<file path="config.mk">
export PLATFORM = sky130hd
export DESIGN_NAME = zb_operand_store
export DESIGN_NICKNAME = d
export VERILOG_FILES = /design/src/rtl/zb_pkg.sv /design/src/rtl/zb_zero_detect.sv /design/src/rtl/zb_byte_lane.sv /design/src/rtl/zb_read_port.sv /design/src/rtl/zb_operand_store.sv
export SDC_FILE = /design/constraint.sdc
export NUM_CORES = 1
export LEC_CHECK = 0
export ABC_CLOCK_PERIOD_IN_PS = 4700
export CAP_MARGIN = 15
export CORE_ASPECT_RATIO = 0.8
export CORE_MARGIN = 2
export CORE_UTILIZATION = 54
export DETAILED_ROUTE_END_ITERATION = 10
export PLACE_DENSITY = 0.82
export SETUP_SLACK_MARGIN = 0.02
export SLEW_MARGIN = 10
export SYNTH_ARGS = -nofsm -noshare
export SYNTH_HDL_FRONTEND = slang
export SYNTH_HIERARCHICAL = 1
export SYNTH_SLANG_ARGS = --single-unit
</file>
<file path="constraint.sdc">
create_clock -name clk -period 4.7 [get_ports clk]
set_input_delay 0.705 -clock clk [delete_from_list [all_inputs] [get_ports clk]]
set_output_delay 0.705 -clock clk [all_outputs]
set_load 0.05 [all_outputs]
</file>
<file path="src/rtl/zb_pkg.sv">
package zb_pkg;
    localparam int BYTE_W = 8;

    typedef logic [BYTE_W-1:0] lane_t;

    // width of a counter able to hold 0..n
    function automatic int cnt_w(input int n);
        return $clog2(n + 1);
    endfunction
endpackage

</file>
<file path="src/rtl/zb_zero_detect.sv">
module zb_zero_detect #(
    parameter int BYTES        = 8,
    parameter int NARROW_BYTES = 4,
    parameter int CW           = 4
) (
    input  logic                       en_i,
    input  logic                       narrow_i,
    input  logic [BYTES*zb_pkg::BYTE_W-1:0] word_i,
    output logic [BYTES-1:0]           zflag_o,
    output logic [CW-1:0]              lanes_o
);
    localparam int BW = zb_pkg::BYTE_W;

    genvar b;
    generate
        for (b = 0; b < BYTES; b++) begin : g_det
            if (b >= NARROW_BYTES) begin : g_upper
                assign zflag_o[b] = narrow_i | ~(|word_i[b*BW +: BW]);
            end else begin : g_lower
                assign zflag_o[b] = ~(|word_i[b*BW +: BW]);
            end
        end
    endgenerate

    always_comb begin
        lanes_o = '0;
        if (en_i) begin
            for (int i = 0; i < BYTES; i++) begin
                lanes_o = lanes_o + CW'(!zflag_o[i]);
            end
        end
    end
endmodule

</file>
<file path="src/rtl/zb_byte_lane.sv">
module zb_byte_lane #(
    parameter int DEPTH = 8,
    parameter int AW    = 3,
    parameter int NRD   = 2
) (
    input  logic                 clk,
    input  logic                 rst_n,
    input  logic                 we_i,
    input  logic                 zero_i,
    input  logic [AW-1:0]        addr_i,
    input  zb_pkg::lane_t        byte_i,
    input  logic [NRD*AW-1:0]    rd_addr_i,
    output logic [NRD-1:0]       rd_zero_o,
    output logic [NRD*zb_pkg::BYTE_W-1:0] rd_byte_o
);
    localparam int BW = zb_pkg::BYTE_W;

    logic [DEPTH-1:0] zmap;
    zb_pkg::lane_t    mem [DEPTH];

    // zero flag: written on every write
    always_ff @(posedge clk or negedge rst_n) begin
        if (!rst_n) begin
            zmap <= '1;
        end else if (we_i) begin
            zmap[addr_i] <= zero_i;
        end
    end

    // data lane: write enable gated by the zero flag
    always_ff @(posedge clk) begin
        if (we_i && !zero_i) begin
            mem[addr_i] <= byte_i;
        end
    end

    genvar p;
    generate
        for (p = 0; p < NRD; p++) begin : g_rd
            logic [AW-1:0] ra;
            assign ra           = rd_addr_i[p*AW +: AW];
            assign rd_zero_o[p] = zmap[ra];
            // read enable gated by the zero flag
            assign rd_byte_o[p*BW +: BW] = zmap[ra] ? '0 : mem[ra];
        end
    endgenerate
endmodule

</file>
<file path="src/rtl/zb_read_port.sv">
module zb_read_port #(
    parameter int BYTES = 8,
    parameter int CW    = 4
) (
    input  logic                          clk,
    input  logic                          rst_n,
    input  logic                          en_i,
    input  logic [BYTES-1:0]              zero_i,
    input  logic [BYTES*zb_pkg::BYTE_W-1:0] bytes_i,
    output logic [BYTES*zb_pkg::BYTE_W-1:0] data_o,
    output logic [CW-1:0]                 lanes_o,
    output logic                          valid_o
);
    logic [CW-1:0] lane_cnt;

    always_comb begin
        lane_cnt = '0;
        for (int i = 0; i < BYTES; i++) begin
            lane_cnt = lane_cnt + CW'(!zero_i[i]);
        end
    end

    always_ff @(posedge clk or negedge rst_n) begin
        if (!rst_n) begin
            data_o  <= '0;
            lanes_o <= '0;
            valid_o <= 1'b0;
        end else if (en_i) begin
            data_o  <= bytes_i;
            lanes_o <= lane_cnt;
            valid_o <= 1'b1;
        end else begin
            data_o  <= '0;
            lanes_o <= '0;
            valid_o <= 1'b0;
        end
    end
endmodule

</file>
<file path="src/rtl/zb_operand_store.sv">
module zb_operand_store #(
    parameter int DEPTH = 8,
    parameter int BYTES = 8,
    parameter int NRD   = 2,
    parameter int AW    = $clog2(DEPTH),
    parameter int CW    = zb_pkg::cnt_w(BYTES)
) (
    input  logic                      clk,
    input  logic                      rst_n,
    input  logic                      wr_en,
    input  logic                      wr_narrow,
    input  logic [AW-1:0]             wr_addr,
    input  logic [BYTES*8-1:0]        wr_data,
    output logic [CW-1:0]             wr_lanes,
    input  logic [NRD-1:0]            rd_en,
    input  logic [NRD*AW-1:0]         rd_addr,
    output logic [NRD*BYTES*8-1:0]    rd_data,
    output logic [NRD*CW-1:0]         rd_lanes,
    output logic [NRD-1:0]            rd_valid
);
    localparam int BW           = zb_pkg::BYTE_W;
    localparam int WW           = BYTES * BW;
    localparam int NARROW_BYTES = BYTES / 2;

    logic [BYTES-1:0]                 wr_zero;
    logic [BYTES-1:0][NRD-1:0]        lane_rz;
    logic [BYTES-1:0][NRD*BW-1:0]     lane_rb;
    logic [NRD-1:0][BYTES-1:0]        port_rz;
    logic [NRD-1:0][WW-1:0]           port_rb;

    zb_zero_detect #(
        .BYTES        (BYTES),
        .NARROW_BYTES (NARROW_BYTES),
        .CW           (CW)
    ) u_det (
        .en_i     (wr_en),
        .narrow_i (wr_narrow),
        .word_i   (wr_data),
        .zflag_o  (wr_zero),
        .lanes_o  (wr_lanes)
    );

    genvar b, p;
    generate
        for (b = 0; b < BYTES; b++) begin : g_lane
            zb_byte_lane #(
                .DEPTH (DEPTH),
                .AW    (AW),
                .NRD   (NRD)
            ) u_lane (
                .clk       (clk),
                .rst_n     (rst_n),
                .we_i      (wr_en),
                .zero_i    (wr_zero[b]),
                .addr_i    (wr_addr),
                .byte_i    (wr_data[b*BW +: BW]),
                .rd_addr_i (rd_addr),
                .rd_zero_o (lane_rz[b]),
                .rd_byte_o (lane_rb[b])
            );
            for (p = 0; p < NRD; p++) begin : g_xbar
                assign port_rz[p][b]           = lane_rz[b][p];
                assign port_rb[p][b*BW +: BW]  = lane_rb[b][p*BW +: BW];
            end
        end

        for (p = 0; p < NRD; p++) begin : g_port
            zb_read_port #(
                .BYTES (BYTES),
                .CW    (CW)
            ) u_rd (
                .clk     (clk),
                .rst_n   (rst_n),
                .en_i    (rd_en[p]),
                .zero_i  (port_rz[p]),
                .bytes_i (port_rb[p]),
                .data_o  (rd_data[p*WW +: WW]),
                .lanes_o (rd_lanes[p*CW +: CW]),
                .valid_o (rd_valid[p])
            );
        end
    endgenerate
endmodule

</file>
* Word-level counts from Yosys, hierarchy flattened
Memory sizes are Yosys's and may differ from the RTL's.
Cells that the tools add are included.
** Storage, ports and cells
- Register bits after elaboration :: 202
- RAM bits :: 512
- Output and inout port bits :: 142
- Memories kept :: 8
** Memories
- g_lane[0].u_lane.mem :: depth 8, width 8, read ports 2, clocked after memory_dff 0, write ports 1, line zb_byte_lane.sv:19 : zb_pkg::lane_t mem [DEPTH];
- g_lane[1].u_lane.mem :: depth 8, width 8, read ports 2, clocked after memory_dff 0, write ports 1, line zb_byte_lane.sv:19
- g_lane[2].u_lane.mem :: depth 8, width 8, read ports 2, clocked after memory_dff 0, write ports 1, line zb_byte_lane.sv:19
- g_lane[3].u_lane.mem :: depth 8, width 8, read ports 2, clocked after memory_dff 0, write ports 1, line zb_byte_lane.sv:19
- g_lane[4].u_lane.mem :: depth 8, width 8, read ports 2, clocked after memory_dff 0, write ports 1, line zb_byte_lane.sv:19
- g_lane[5].u_lane.mem :: depth 8, width 8, read ports 2, clocked after memory_dff 0, write ports 1, line zb_byte_lane.sv:19
- 2 more memories
** Operators by class
- $add $sub $neg :: 21
- Order comparisons :: 4
- Muxes and demuxes :: 81
- Bitwise gates (word level) :: 12
- Reduce and logical (&&, ||, !) cells :: 37
** Operators with widths (count)
- 64-bit 2-to-1 mux :: 2
- 8-bit 2-to-1 mux :: 16
- 4-bit by 1-bit adder with 4-bit output :: 18
- 8-bit bitwise mux :: 8
- 8-bit OR reduction :: 8
- 1-bit binary-select mux with 3-bit select :: 16
- 1-bit 2-to-1 mux :: 35
- 1-bit zero test :: 20
- 3-bit by 4-bit < comparator with 1-bit output (second input constant) :: 3
- 4-bit 2-to-1 mux :: 3
- 1-bit logical AND :: 9
- 1-bit NOT :: 8
- 1-bit by 1-bit adder with 2-bit output :: 3
- 1-bit OR :: 4
- 1-bit demux with 3-bit select :: 1
- 3-bit by 1-bit >= comparator with 1-bit output (second input constant) :: 1

* Depth between registers and ports, before layout
Gate-level depths: netlist (run 1).
- Depth after elaboration :: 11
- Gate-level depth with buffers :: 13
- Gate-level depth less buffers :: 13

* By module
Netlist (run 1), hierarchy kept.
** Modules (own cells, without submodules)
- zb_byte_lane :: instances 8, cells an instance 183, area each 3629.7 um^2, sequential area each 2132.0 um^2
- zb_read_port :: instances 2, cells an instance 161, area each 2373.5 um^2, sequential area each 1726.7 um^2
- zb_zero_detect :: instances 1, cells an instance 48, area each 352.8 um^2, sequential area each 0.0 um^2

* Worst setup path after synthesis (run 1)
Ideal clock, no wire load.
- Path type :: in2out
- Start point :: in wr_data[21]
- End point :: out wr_lanes[1]
- Arrival time :: 4399 ps
- Required time :: 3995 ps
- Slack :: -404 ps
- Cell stages on the path :: 12
- Path buffers :: 0
- Cell sequence :: or4_1 > nor2_1 > fa_1 > inv_1 > fa_1 > inv_1 > fa_1 > inv_1 > ha_1 > inv_1 > fa_1 > nor2b_1
** On the way
- Cells in the longest elaborated chain, start to end :: 8
** Ends and longest elaborated chain
- start: declaration :: line zb_operand_store.sv:13 : input logic [BYTES*8-1:0] wr_data,
- 8-bit OR reduction :: line zb_zero_detect.sv:20 : assign zflag_o[b] = ~(|word_i[b*BW +: BW]);
- 4-bit by 1-bit adder with 4-bit output (6 in a row) :: line zb_zero_detect.sv:29 : lanes_o = lanes_o + CW'(!zflag_o[i]);
- 4-bit 2-to-1 mux :: line zb_zero_detect.sv:27 : if (en_i) begin
- end: declaration :: line zb_operand_store.sv:14 : output logic [CW-1:0] wr_lanes,
No other way between the ends.

* Worst setup path after layout (run 1)
- Start point :: in wr_data[20]
- End point :: out wr_lanes[2]
Same word-level chain as after synthesis.

==> results of run 1 <==
layout by cell type, fill, tap and decap left out, types with 4 or more instances in the layout:
master and n:
clkbuf_1 21, buf_12 8, clkbuf_16 74, buf_4 143, mux4_1 240, buf_2 15, bufinv_16 8, and2_1 134
mux2i_1 128, nor4_1 6, a21o_1 4, ha_1 8, dfstp_2 64, inv_6 6, clkinv_1 6, buf_6 8
or2_2 16, nand2_1 18, a21oi_1 5, clkdlybuf4s50_1 179, clkinvlp_4 4, mux4_2 48, or4_4 4, edfxtp_1 512
inv_1 18, nand2b_1 24, mux2_2 64, clkinv_2 7, nor3_1 32, dlygate4sd2_1 5, dfrtp_1 138, nor2_1 226
mux2_4 16, fa_1 11
layer usage:
metal  GRT usage  vias up
met2      0.4223      860
met5           0        -
met4     0.09326        2
li1            -     8116
met3     0.04721      171
met1      0.3285     9956
cells by family (layout without fill, tap and decap cells):
family                     Yosys count  count (layout)  synth area share
AOI/OAI and AO/OA                    9               9          0.001613
and+or+nand+nor                    476             476           0.06824
adders and majority gates           21              21           0.01034
xor gates and xnor gates             3               3         0.0007698
DFF                                714             714            0.6008
buffers and inverters              115             517           0.03618
muxes                              496             496            0.2821
worst max path at each step:
stage | from | cells past startpoint | endpoint
6_report | wr_data[20] | 16 | wr_lanes[2]
2_1_floorplan | wr_data[5] | 13 | wr_lanes[2]
5_1_grt | wr_data[6] | 16 | wr_lanes[2]
3_5_place_dp | wr_data[56] | 17 | wr_lanes[2]
3_3_place_gp | wr_data[56] | 17 | wr_lanes[2]
4_1_cts | wr_data[18] | 16 | wr_lanes[2]
worst max-delay path, stage by stage:
cell and delay, ps:
buf_2 110, or4_4 550, nor2_4 150, buf_12 130, fa_1 390, inv_2 90, fa_1 400, inv_1 80
fa_1 430, inv_2 90, ha_4 130, inv_2 40, fa_2 390, xnor2_2 140, and2_4 170, buf_12 140
power breakdown:
group          internal [W]  switching [W]
clock network       0.00340        0.00238
registers           0.00714       0.000161
logic               0.00103        0.00146
total                0.0116        0.00400
cell type report:
type | instances | area share
Sequential cell | 714 | 0.5151
Tap cell | 840 | 0.02640
Multi-Input combinational cell | 1005 | 0.3141
Inverter | 21 | 0.001980
Timing Repair Buffer | 366 | 0.08312
Clock inverter | 32 | 0.009773
Clock buffer | 98 | 0.04952
through the flow:
stage	area, sq um	setup WS, ps	hold WS, ps	total power, W	TNS (ps)
final	39820	-145.9	78.23	0.01555	-220.9
after global routing	39820	-226.8	145.3	0.01610	-367.8
after CTS	39810	-202.3	155.8	0.01566	-313.4
after detailed placement	37350	-1103	617.3	0.009891	-3107
after global placement	37350	-1084	610.3	0.009799	-3056
after floorplan	34150	20.02	409.4	0.008989	0
state kept, by name, summed over array words and instances (netlist names):
register             count
g_lane.u_lane/mem      512
g_port.u_rd/data_o     128
g_lane.u_lane/zmap      64
g_port.u_rd/lanes_o      8
g_port.u_rd/valid_o      2
repair_timing:
| item | in CTS | in global routing |
|---|---|---|
| gates resized for setup | 100 | 9 |
| setup endpoints to repair | 4 | 3 |
| buffers inserted | 9 | 0 |
| pin swaps | 14 | 11 |
==> results_dict.tcl, run 1 <==
set metrics [dict create \
    status "finished with violations" \
    violations "setup timing" \
    fin_crit_sh 1.031 \
    min_path_type "primary input to async pin" \
    slew_violations 0 \
    drt_iter0_markers 1775 \
    yosysWarnings 6 \
    finalHoldViolCount 0 \
    skew_ps 23.72 \
    critPathKind "primary input to primary output" \
    ant_nets 0 \
    first_pass_iters 6 \
    r2r_slack_ps 890 \
    endpoint_kind "primary output" \
    clock_sinks 714 \
    ys_top_cells_by_area "edfxtp_1, mux4_1, dfrtp_1, dfstp_2, mux2i_1" \
    drive_gt1_frac 0.2294 \
    ys_ff_latch 714 \
    cp.required_ps 3990 \
    clock.fmax_ghz 0.2064 \
    clkTransAtPathRegs_ps 60 \
    coreArea_sq_um 62590 \
    io_pins 221 \
    max_cap_violations 0 \
    placementRows 82 \
    seqCellArea_sq_um 20510 \
    gp_congestion 0.7950 \
    port_buffers 220 \
    p_leak_nw 15.16 \
    ys_top_cells_by_count "edfxtp_1, mux4_1, nor2_1, dfrtp_1, and2_1" \
    dieArea_sq_um 65260 \
    grt_pass1_vias 20171 \
    maxSlewHeadroom 0.3121 \
    dr_wl_met2_mm 40.95 \
    async_reset_ff_frac 0.2829 \
    worstReg2RegStart "g_lane[1].u_lane/zmap[7]" \
    routedWlPerCell_microns 26.34 \
    remaining_drc_errors 0 \
    rsz0062_at_grt "yes" \
    period_minus_slack_ps 4846 \
    post-place-cells 2938 \
    fin_cells 3076 \
    overflow 0 \
    cts_tree "done" \
    powerDensity_nw_per_um2 390.6 \
    place_hpwl_mm 52.27 \
    crit_fanout 3 \
    vdd_ir_drop_max_uv 409.9 \
    setup_viol 2 \
    yosysUniqueCellTypes 29 \
    routed.top_layer "met5" \
    syn_to_final_growth_pct 16.64 \
    cts_buffers 70 \
    drt-met1-wl_mm 31.45 \
    vias_per_cell 6.211 \
    setup_slack_ps -145.9 \
    syn_avg_cell_area_sq_um 18.61 \
    yosysTopAreaCell "edfxtp_1" \
    grt_max_degree 102 \
    critPathArrivalTime_ps 4140 \
    clkLatencyLatePin_ps 620 \
    worst-r2r-cell-count 11 \
    routed_wl_mm 81.01 \
    root_buffer "clkbuf_16" \
    synth_edf_count 512 \
    startpoint_type "primary input" \
    die_x_microns 285.1 \
    cts_buffer_depth 3 \
    antenna_found_initial 1 \
    syn_inst 1834 \
    grt_first_pass_wirelength_mm 122.1 \
    regToRegEndpoint "g_port[0].u_rd/lanes_o[2]" \
    fillerInstances 4202 \
    track_usage 0.2512 \
    ys.flop_type "edfxtp_1" \
    via_count 19105 \
    synth.net_count 1934 \
    ys_seq_area_frac 0.6008 \
    post-route-util 0.6362 \
    antennaDiodeCount 0 \
    met3_length_mm 5.870 \
    layout.nets 2278 \
    htree_levels 3 \
    start_util 0.5455 \
    synth_most_common_cell "edfxtp_1" \
    hold_buffers 0 \
    synth_top_cell_area_share 0.4504 \
    worst_pin_slew_ps 1028 \
    die_h_microns 228.9 \
    multi_input_area_sq_um 12510 \
    syn_area_sq_um 34140 \
]
(Power assumes the default switching activity.)
==> run 2, diff against run 1 <==
Settings changed: CAP_MARGIN 15 to unset, CORE_UTILIZATION 54 to 55, DONT_BUFFER_PORTS set to 1, PLACE_DENSITY 0.82 to 0.78.
==> run 2 against run 1 <==
Register-to-register slack improved by 40 ps. Sequential power increased by 6.8%. Die area decreased by 1.8%. Critical path depth decreased by 1. Utilization decreased by 3.5 points. Worst hold slack improved by 43 ps. Critical endpoint unchanged. Routed wire length decreased by 4.8%. The flow now finishes without violations. Power decreased by 4.5%. Cell area decreased by 7.6%. Sequential share of layout area increased by 4.2 points.
==> results_dict.tcl, run 2 (synthesis gave the netlist of run 1 again) <==
set metrics [dict create \
    setup_slack_ps 105.5 \
    htree_levels 3 \
    finalHoldViolCount 0 \
    regMostFlops "g_lane.u_lane/mem" \
    cts_tree "done" \
    top_regs "g_lane.u_lane/mem (512), g_port.u_rd/data_o (128), g_lane.u_lane/zmap (64)" \
    regToRegEndpoint "g_port[0].u_rd/lanes_o[2]" \
    setup_viol 0 \
    largest_register_ffs 512 \
    skew_ps 19.72 \
    routedWlPerCell_microns 28.23 \
    dieArea_sq_um 64090 \
    die_x_microns 282.5 \
    crit_path_max_incr_delay_ps 540 \
    grt_first_pass_wirelength_mm 113.5 \
    remaining_drc_errors 0 \
    rsz0062_at_grt "yes" \
    total_power_w 0.01486 \
    crit_path_start "wr_data[18]" \
    grt_most_used_layer "met2" \
    placementRows 81 \
    status "completed" \
    drt_iter0_markers 1510 \
    die_h_microns 226.8 \
    critPathMostFrequentCell "inv_2" \
    r2r_slack_ps 930 \
    vias_per_cell 6.334 \
    routed_wl_mm 77.09 \
    place_hpwl_mm 43.78 \
    powerDensity_nw_per_um2 403.9 \
    overflow 0 \
    post-route-util 0.6010 \
    clkLatencyLatePin_ps 620 \
    min_path_type "primary input to async pin" \
    layout_commonest_cell "edfxtp_1" \
    root_buffer "clkbuf_16" \
    period_minus_slack_ps 4594 \
    io_pins 221 \
    max_cap_violations 0 \
    crit_fanout 9 \
    final_cell_mix "edfxtp_1, mux4_1, nor2_1" \
    worst-r2r-cell-count 11 \
    grtUsageMet3 0.06481 \
    clock_sinks 714 \
    cp.required_ps 3990 \
    critPathKind "primary input to primary output" \
    p_leak_nw 13.72 \
    startpoint_type "primary input" \
    worstReg2RegStart "g_lane[1].u_lane/zmap[5]" \
    clock.fmax_ghz 0.2177 \
    cts_buffers 74 \
    critPathTopFamily "adder cells" \
    post-place-ws_ps -222.3 \
    maxSlewHeadroom 0.2498 \
    critPathArrivalTime_ps 3890 \
    cp_num_buf_inv 6 \
    port_buffers 0 \
    first_pass_iters 5 \
    setup.worst_path.end "wr_lanes[2]" \
    ant_nets 0 \
    cpMaxStageDelayCell "or4_4" \
    grt_pass1_vias 17778 \
    crit_chain "or4_4 -> nor2_4 -> buf_6 -> fa_1 -> inv_2 -> fa_1 -> inv_2 -> fa_1 -> inv_2 -> ha_4 -> inv_2 -> fa_2 -> xnor2_2 -> and2_4 -> buf_12" \
    grtUsageMet1 0.3252 \
    clkTransAtPathRegs_ps 60 \
    via_count 17297 \
    antenna_found_initial 0 \
    use_met2 0.3969 \
    fin_crit_sh 0.9776 \
    crit_cells 15 \
    track_usage 0.2435 \
    syn_to_final_growth_pct 7.766 \
    coreArea_sq_um 61210 \
    gp_congestion 0.7576 \
    cts_buffer_depth 3 \
    fillerInstances 4396 \
    grt_max_degree 203 \
    layout.nets 1941 \
    start_util 0.5577 \
    worst_pin_slew_ps 1121 \
    slew_violations 0 \
    drive_gt1_frac 0.1968 \
    endpoint_kind "primary output" \
    vdd_ir_drop_max_uv 319.9 \
]
==> run 2: cell types whose count changed in the layout (fill, tap and decap cells not counted), sizes merged, moves of 3 or more <==
cell / before / now
bufinv: 8 / 3
dlygate4sd2: 5 / 0
clkinvlp: 4 / 7
clkdlybuf4s15: 3 / 0
clkinv: 14 / 18
buf: 175 / 25
clkdlybuf4s50: 179 / 0
==> run 2: cell type report <==
type / instances / area, sq um / area share
Antenna cell: 1 / 2.502 / 0.00006802
Clock buffer: 99 / 2111 / 0.05738
Clock inverter: 36 / 304.0 / 0.008264
Inverter: 21 / 78.83 / 0.002143
Multi-Input combinational cell: 1005 / 12480 / 0.3391
Sequential cell: 714 / 20510 / 0.5575
Tap cell: 830 / 1039 / 0.02823
Timing Repair Buffer: 25 / 269.0 / 0.007312
==> run 2: worst min path at each step <==
stage / startpoint / end / cells past startpoint
after floorplan: rst_n / g_port[0].u_rd/data_o[0] / 0
after CTS: rst_n / g_port[0].u_rd/data_o[20] / 0
after detailed placement: rst_n / g_port[1].u_rd/data_o[25] / 0
after global routing: rd_en[1] / g_port[1].u_rd/valid_o / 0
after global placement: rst_n / g_port[0].u_rd/data_o[25] / 0
final: rst_n / g_port[0].u_rd/data_o[63] / 1
==> run 2: worst register-to-register path, stage by stage, from the launching register on <==
cell     delay (ps)
dfstp_2         380
mux4_2          470
mux2_4          400
fa_1            580
fa_1            420
fa_1            430
inv_1            60
ha_1            150
inv_1            60
fa_1            430
xnor2_1         130
and2_1          140
==> run 2: per-stage QoR <==
stage / TNS, ps / hold WS (ps) / area [sq um] / std cells
floorplan: 0 / 409.4 / 34150 / 1834
global placement: -370.2 / 416.9 / 34260 / 2592
detailed placement: -346.3 / 417.6 / 34260 / 2592
CTS: 0 / -244.8 / 36710 / 2728
global route: -20.96 / 83.30 / 36790 / 2730
finish: 0 / 121.4 / 36790 / 2731
==> run 2: routing by layer <==
layer	vias to the layer above	part of all wire
met5	-	0
met1	9135	0.40
met4	0	0.024
met2	606	0.49
met3	120	0.079
li1	7436	-
==> run 2: what timing repair did <==
item,CTS,global route
setup buffers,1,0
pin swaps,9,4
gates resized for setup,13,3
cloned,0,0
endpoints found under the hold margin,202,138
endpoints found under the setup margin,2,2
==> run 2: power breakdown <==
group	total, W	leakage, nW	switching, W	internal, W
Combinational	0.00129	5.44	0.000596	0.000698
Sequential	0.00780	7.11	0.000665	0.00713
Clock	0.00577	1.18	0.00242	0.00335
